[src/rtl/dbuf_cmp_timer.sv]
module dbuf_cmp_timer #(
  parameter int W = 16
) (
  input  logic           clk,
  input  logic           rst_n,
  input  logic           run,
  input  logic           reg_we,
  input  logic [1:0]     reg_addr,
  input  logic [W/2-1:0] reg_wdata,
  input  logic           wide_we,
  input  logic           wide_ch,
  input  logic [W-1:0]   wide_wdata,
  output logic [W-1:0]   count,
  output logic           match1,
  output logic           match2,
  output logic           clr_irq
);
  localparam int B = W / 2;

  logic [B-1:0] lo1_q, lo2_q;
  logic [W-1:0] pre1_q, pre2_q, cmp1_q, cmp2_q, cnt_q;
  logic [W-1:0] data1, data2;
  logic         commit1, commit2, byte_ok, hit1, irq_q;

  assign byte_ok = reg_we && !wide_we;
  assign commit1 = wide_we ? !wide_ch : (reg_we && reg_addr == 2'd1);
  assign commit2 = wide_we ?  wide_ch : (reg_we && reg_addr == 2'd3);
  assign data1   = wide_we ? wide_wdata : {reg_wdata, lo1_q};
  assign data2   = wide_we ? wide_wdata : {reg_wdata, lo2_q};

  assign hit1    = run && (cnt_q == cmp1_q);
  assign match1  = hit1;
  assign match2  = run && (cnt_q == cmp2_q);
  assign count   = cnt_q;
  assign clr_irq = irq_q;

  always_ff @(posedge clk) begin
    if (byte_ok && reg_addr == 2'd0) lo1_q <= reg_wdata;
    if (byte_ok && reg_addr == 2'd2) lo2_q <= reg_wdata;
    if (commit1) pre1_q <= data1;
    if (commit2) pre2_q <= data2;
  end

  always_ff @(posedge clk) begin
    if (!rst_n) begin
      cmp1_q <= '0;
      cmp2_q <= '0;
    end else if (!run) begin
      if (commit1) cmp1_q <= data1;
      if (commit2) cmp2_q <= data2;
    end else if (hit1) begin
      cmp1_q <= commit1 ? data1 : pre1_q;
      cmp2_q <= commit2 ? data2 : pre2_q;
    end
  end

  always_ff @(posedge clk) begin
    if (!rst_n) begin
      cnt_q <= '0;
      irq_q <= 1'b0;
    end else begin
      irq_q <= hit1;
      if (run) cnt_q <= hit1 ? '0 : cnt_q + 1'b1;
    end
  end

  assert_wrap_R4: assert property (@(posedge clk) disable iff (!rst_n)
    hit1 |=> (cnt_q == '0) && irq_q);
  assert_irq_zero_R4: assert property (@(posedge clk) disable iff (!rst_n)
    irq_q |-> (cnt_q == '0));
  assert_stop_hold_R9: assert property (@(posedge clk) disable iff (!rst_n)
    !run |=> (cnt_q == $past(cnt_q)) && !irq_q);
  assert_stopped_load_R2: assert property (@(posedge clk) disable iff (!rst_n)
    (!run && commit1) |=> (cmp1_q == $past(data1)));
  assert_run_hold_R3: assert property (@(posedge clk) disable iff (!rst_n)
    (run && !hit1) |=> (cmp1_q == $past(cmp1_q)) && (cmp2_q == $past(cmp2_q)));
  assert_collide_new_R8: assert property (@(posedge clk) disable iff (!rst_n)
    (hit1 && commit2) |=> (cmp2_q == $past(data2)));
  assert_stage_only_R6: assert property (@(posedge clk) disable iff (!rst_n)
    (byte_ok && reg_addr == 2'd0) |=> (pre1_q == $past(pre1_q)));
endmodule

[config.mk]
export PLATFORM = sky130hd
export DESIGN_NAME = dbuf_cmp_timer
export DESIGN_NICKNAME = d
export VERILOG_FILES = /design/src/rtl/dbuf_cmp_timer.sv
export SDC_FILE = /design/constraint.sdc
export NUM_CORES = 1
export LEC_CHECK = 0
export ABC_CLOCK_PERIOD_IN_PS = 2050
export CORE_UTILIZATION = 55
export DETAILED_ROUTE_END_ITERATION = 8
export DONT_BUFFER_PORTS = 1
export HOLD_SLACK_MARGIN = 0.12
export PLACE_DENSITY = 0.72
export SLEW_MARGIN = 25
export SYNTH_ARGS = -nofsm -noshare
export SYNTH_HDL_FRONTEND = slang
export SYNTH_SLANG_ARGS = --single-unit
[constraint.sdc]
create_clock -name clk -period 2.05 [get_ports clk]
set_clock_uncertainty 0.15 [all_clocks]
set_input_delay 0.1025 -clock clk [delete_from_list [all_inputs] [get_ports clk]]
set_output_delay 0.1025 -clock clk [all_outputs]
set_load 0.03 [all_outputs]
==> results of run 1 <==
-- where the power goes --
part           internal [mW]  total, mW  leakage [nW]  switching (mW)
clock                  0.578       1.31         0.104           0.736
sequential              2.37       2.73         0.817           0.366
combinational           1.75       4.10          2.03            2.35
total                   4.69       8.15          2.95            3.46
-- through the flow --
step	power, mW	setup TNS (ps)	area [µm²]	worst slack, ps
after floorplan	5.08	-69.9	5710	-69.9
after global placement	5.87	0	5900	159
after detailed placement	5.95	0	5900	142
after CTS	7.45	-767	6700	-119
after global routing	8.48	-2070	6860	-195
final	8.15	-214	6860	-136
-- final timing paths --
kind,end,from,cells after the start,slack [ps]
worst max-delay path,match1,count[9],6,-140
worst max register to register,cmp2_q[8],count[5],7,0
worst min-delay path,cmp1_q[3],run,4,100
worst min register to register,pre2_q[9],pre2_q[9],2,340
-- what timing repair did --
item	CTS	global route
gates cloned	0	4
hold buffers	53	1
setup buffers	1	3
resized for setup	9	17
setup endpoints to repair	2	33
pin swaps	5	7
endpoints found under the hold margin	113	2
-- state kept, by name, summed over array words and instances, names as in the netlist --
signal / cells
lo1_q: 8
count: 16
cmp2_q: 16
cmp1_q: 16
pre1_q: 16
clr_irq: 1
pre2_q: 16
lo2_q: 8
-- critical path: stages, from the launching register on --
cell and delay (ps):
dfxtp_1 330, xor2_1 190, nor4_4 370, buf_12 150, nand4_1 160, nor3_4 210, buf_6 160
-- cell families (layout without fill, tap and decap cells) --
family	after synthesis	in the layout
simple gates	246	246
compound gates	109	109
flops	97	97
buf+inv	68	124
mux	56	56
xor+xnor	46	46
fa+ha+maj	1	1
-- layout make-up --
class	instances	area (µm²)
timing repair buffer	99	1080
tap	133	166
clock inverter	7	76.3
multi-input combinational	458	3280
fill	704	3050
clock buffer	9	124
sequential	97	2110
inverter	9	33.8
-- layout by cell type, fill, tap and decap left out, types with 5 or more instances in the layout --
| cell type | synthesis | layout |
|---|---|---|
| dfxtp_1 | 81 | 77 |
| nor2_1 | 77 | 76 |
| nand2_1 | 74 | 73 |
| dlygate4sd3_1 | 0 | 45 |
| a21oi_1 | 40 | 40 |
| nand4_1 | 40 | 40 |
| xor2_1 | 39 | 38 |
| buf_4 | 7 | 33 |
| mux2i_1 | 32 | 32 |
| a211oi_1 | 32 | 32 |
| a221oi_2 | 30 | 32 |
| mux2_2 | 22 | 22 |
| edfxtp_1 | 16 | 16 |
| nor2_2 | 10 | 11 |
| clkbuf_8 | 1 | 9 |
| nor4_1 | 11 | 8 |
| inv_1 | 8 | 8 |
| buf_12 | 0 | 8 |
| xnor2_1 | 7 | 7 |
| buf_6 | 12 | 6 |
| nor4_2 | 2 | 5 |
-- routing by layer --
layer / vias up / wire [µm] / global-route usage
met1: 2489 / 6890 / 0.370
li1: 2354 / - / -
met5: - / 0 / 0
met3: 50 / 1040 / 0.0535
met4: 0 / 686 / 0.146
met2: 248 / 8370 / 0.520
==> results.md, run 1 <==
- Status: finished, violations left
- Failing checks: setup timing
- Placed cells: 739
- Largest net degree at the start of global routing: a little over 70
- Num rows: 36
- DRT Pass-1 Iters: 5
- GRT Total Usage: 0.304
- Post-synthesis mux area share: 0.104
- Routed Antenna Nets: 0
- Mapped Cells: about 620
- WS Path Type: flip-flop to primary output
- Vias in the first global route: 4833
- Num CTS Buffers: 9
- Syn Area/Cell: around 9.1 µm²
- Worst min path class: primary input to flip-flop
- Core ar.: a little under 0.01 mm²
- CTS Root Cell: clkbuf_8
- Port bufs: 0
- Clk Latency, worst-skew pair: roughly 370 ps
- Antenna cell count: 0
- Worst setup SP type: flip-flop
- Synth Flop Type: dfxtp_1
- Setup-failing EPs final: 3
- Routed via count: 5141
- Initial antenna violation count: 0
- Post-Synth Adder-Cell Area: 0.00220
- Worst EP required: roughly 1800 ps
- Area contributors post-synth: dfxtp_1 (29%), edfxtp_1 (8.5%), a221oi_2 (7.9%)
- Post-Route WL: between 15000 and 20000 µm
- Layout cells sized above 1: 0.236
- CTS max path bufs: 2
- Num ports: between 50 and 60
- Compound-cell area share of the yosys netlist: 0.166
- Main combinational cell family by area after synthesis: simple AND/OR/NAND/NOR gates
- Slew @ Worst Pin: approximately 780 ps
- Routed wire per std cell: roughly 21 µm
- Worst slew margin: 0.483
- Seq/Total Area, Yosys: 0.370
- Slew Limit Fails: 0
- Cell area power density: 1190 mW/mm²
- Maximum VDD drop: ~680 µV
- Die X: 104 µm
- Fin util: 0.692
- Final Cycle Share: 1.07
- Critical Path AT: about 1900 ps
- Starting Density: 0.573
- Synth Area in Simple Gates: 0.216
- Crit Path Max Fanout: 2
- Total clock sinks: slightly below 100
- Area leader, netlist: dfxtp_1
- RSZ-0062 raised after global routing: yes
- Synth unique cells: 46
- Crit end category: primary output
- HPWL after DPL: between 10000 and 15000 µm
- Grt ovf: 0
- Hold WS: a little under 100 ps
- Clk slew on worst S/H paths: approximately 100 ps
- Fin. Hold Viols: 0
- Die Height: 104 µm
- Yosys top cell area share: 0.285
- GPL Wtd Cong: ~0.82
- Syn nets: about 660
- Post-synthesis xor/xnor area fraction: 0.0709
- Area of the die: 0.0107 mm²
- Mapped cell area: between 0.005 and 0.006 mm²
- Most frequent cell after synthesis: dfxtp_1
- First-pass GRT wire length: roughly 25000 µm
- Area grow syn2layout: 20.8%
- YS warnings: 0
- # DRC: 0
- Post-synth top cells: dfxtp_1 (81), nor2_1 (77), nand2_1 (74), a21oi_1 (40), nand4_1 (40)
- Setup ws final: -136 ps
- Flop and latch count out of synthesis: 97
- Via/cell ratio: approximately 6.3
- Initial DRC count: between 400 and 500
- Post-Layout Cell Count: around 800
- CTS tree: yes
- Post-layout min period: 2190 ps
- Post-synth EDFFs: 16
- Synth async-reset ratio: 0
- Max_cap viols: 0
- Final nets: a little over 700
- Maximum clock rate: roughly 0.46 GHz
- Leak: 2.95 nW
- H-tree depth: 3
No activity file was read; power rests on OpenSTA's default activity.
==> run 2, diff against run 1 <==
--- a/config.mk
+++ b/config.mk
@@ -5,12 +5,13 @@
 export SDC_FILE = /design/constraint.sdc
 export NUM_CORES = 1
 export LEC_CHECK = 0
+export ABC_AREA = 0
 export ABC_CLOCK_PERIOD_IN_PS = 2050
 export CORE_UTILIZATION = 55
 export DETAILED_ROUTE_END_ITERATION = 8
 export DONT_BUFFER_PORTS = 1
 export HOLD_SLACK_MARGIN = 0.12
-export PLACE_DENSITY = 0.72
+export PLACE_DENSITY = 0.73
 export SLEW_MARGIN = 25
 export SYNTH_ARGS = -nofsm -noshare
 export SYNTH_HDL_FRONTEND = slang
==> constraint.sdc (replaced) <==
create_clock -name clk -period 2.05 [get_ports clk]
set_clock_uncertainty 0.15 [all_clocks]
set_input_delay 0.615 -clock clk [delete_from_list [all_inputs] [get_ports clk]]
set_output_delay 0.615 -clock clk [all_outputs]
set_load 0.03 [all_outputs]
==> results.md, run 2 (synthesis results as in run 1) <==
- Num rows: 36 (unchanged)
- Clk slew on worst S/H paths: 100 ps (about the same)
- Post-Route WL: 15500 µm (-8.6%)
- Status: finished, violations left
- Min-Delay Path Depth: 0 (-4)
- Initial DRC count: 313 (-26%)
- # hold bufs at CTS: 0 (-100%)
- H-tree depth: 3 (unchanged)
- Sw Pwr: 3.47 mW (+0.42%)
- Crit Path Max Fanout: 3 (+1)
- HPWL after DPL: 10400 µm (+0.27%)
- Fill count: 774 (+9.9%)
- Layout cells sized above 1: 0.282 (+0.0463)
- Routed Antenna Nets: 0 (unchanged)
- Port bufs: 0 (unchanged)
- Commonest cells after routing, fill and taps aside: nor2_1 (76), nand2_1 (74), dfxtp_1 (65)
- GPL Wtd Cong: 0.859 (+5.0%)
- Core ar.: 0.00991 mm² (unchanged)
- Crit end category: primary output
- Fin. Hold Viols: 0 (unchanged)
- Routed wire per std cell: 20.0 µm (-4.2%)
- Area of the die: 0.0107 mm² (unchanged)
- Placement Cell Area: 0.00612 mm² (+3.8%)
- Initial antenna violation count: 0 (unchanged)
- Max_cap viols: 0 (unchanged)
- Worst path cell trace: xor2_1 > nor4_4 > nand4_1 > nor3_4 > buf_12
- DRT Pass-1 Iters: 6 (+1)
- Cell area power density: 1250 mW/mm² (+5.4%)
- First-pass GRT wire length: 23800 µm (-6.4%)
- CP peak stage delay: 370 ps (about the same)
- PnR Total Power: 8.20 mW (+0.60%)
- Die Height: 104 µm (unchanged)
- Final nets: 670 (-5.2%)
- Area grow syn2layout: 15.3%
- Antenna cell count: 0 (unchanged)
- Reg area: 0.00213 mm² (+1.2%)
- Critical Path AT: 1850 ps (-80 ps)
- Slew Limit Fails: 0 (unchanged)
- Sequential Power Share: 0.332 (-0.003)
- Final instance area: 0.00655 mm² (-4.6%)
- Slew @ Worst Pin: 628 ps (-148 ps)
- Die X: 104 µm (unchanged)
- Reg2reg path depth: 8 (+1)
- Maximum VDD drop: 720 µV (+5.1%)
- Starting Density: 0.573 (unchanged)
- Internal: 4.73 mW (+0.73%)
- RSZ-0062 raised after global routing: yes
- Combinational share of power: 0.522 (+0.019)
- Worst slew margin: 0.580 (+0.0975)
- Total clock sinks: 97 (unchanged)
- Final Cycle Share: 1.28 (+0.212)
- CTS tree: yes
- CTS max path bufs: 2 (unchanged)
- Slowest cell on crit path: nor4_4
- CTS Root Cell: clkbuf_8
- Num CTS Buffers: 9 (unchanged)
- Num ports: 51 (unchanged)
- Worst EP required: 1280 ps (-520 ps)
- Setup ws final: -569 ps (-434 ps)
- Grt ovf: 0 (unchanged)
- Routed via count: 4862 (-5.4%)
- Sw Ratio: 0.423 (-0.000756)
- Power share of the clock group: 0.147 (-0.014)
- Setup-failing EPs final: 22 (+19)
- Post-layout min period: 2620 ps (+434 ps)
- Failing checks: setup timing
- WS Path Type: flip-flop to primary output
- Clk Latency, worst-skew pair: 390 ps (+20 ps)
- Maximum clock rate: 0.382 GHz (-17%)
- # DRC: 0 (unchanged)
- Commonest non-fill, non-tap cell in the layout: nor2_1
- Via/cell ratio: 6.27 (-0.91%)
- Leak: 2.81 nW (-4.5%)
- Largest net degree at the start of global routing: 73 (+1.4%)
- Area occupied by multi-input gates: 0.00334 mm² (+2.0%)
- Vias in the first global route: 4666 (-3.5%)
- Worst min path class: primary input to flip-flop
- GRT Total Usage: 0.282 (-0.0223)
- Worst setup SP type: flip-flop
-- run 2: cell count changes in the layout (fill, tap and decap cells not counted), sizes merged --
cell,before,now
clkinvlp,0,1
buf,48,58
bufinv,1,0
dlygate4sd3,45,0
clkbuf,13,14
dlymetal6s4s,2,0
inv,12,11
-- run 2: repair_timing --
action,in CTS,in global routing
endpoints found under the setup margin,39,33
endpoints found under the hold margin,0,0
resized for setup,5,15
gates cloned,1,4
pin swaps,1,51
buffers inserted,0,2
-- run 2: layer usage --
metal	share of wire	wire length, µm	vias to the layer above	GRT usage
li1	-	-	2287	-
met1	0.42	6510	2356	0.353
met2	0.48	7510	188	0.456
met3	0.069	1080	31	0.0724
met4	0.028	439	0	0.127
met5	0	0	-	0
-- run 2: stage by stage --
| stage | instances | setup TNS, ps | hold WS (ps) | util | setup slack, ps |
|---|---|---|---|---|---|
| 6_report | 775 | -1750 | 157 | 0.661 | -569 |
| 5_1_grt | 775 | -4100 | 132 | 0.661 | -657 |
| 4_1_cts | 769 | -1110 | 142 | 0.641 | -560 |
| 3_5_place_dp | 752 | -1580 | 328 | 0.618 | -147 |
| 3_3_place_gp | 752 | -673 | 324 | 0.618 | -112 |
| 2_1_floorplan | 623 | -1730 | 313 | - | -253 |
-- run 2: critical path: cells and delay by family, from the launching register on --
family | cells | cell delay (ps)
xor+xnor | 1 | 210
flops | 1 | 350
simple gates | 3 | 760
buf+inv | 1 | 150
-- run 2: power by group through the flow --
stage | logic, mW | registers [mW] | clock network [mW]
floorplan | 2.49 | 2.64 | 0
global placement | 3.14 | 2.73 | 0
detailed placement | 3.25 | 2.74 | 0
CTS | 3.47 | 2.70 | 1.22
global route | 4.49 | 2.75 | 1.30
finish | 4.28 | 2.72 | 1.20
-- run 2: final cells by class --
cell class	instances	area share
clock inverter	6	0.00783
timing repair buffer	62	0.106
sequential	97	0.326
clock buffer	10	0.0195
inverter	9	0.00516
tap	133	0.0254
multi-input combinational	458	0.510
-- run 2: final timing paths --
path                              startpoint          to  slack (ps)
worst max-delay path                count[8]      match1        -570
worst min-delay path            reg_wdata[5]    lo1_q[5]         160
worst max register to register      count[8]   cmp2_q[4]         -50
worst min register to register    pre1_q[11]  pre1_q[11]         350
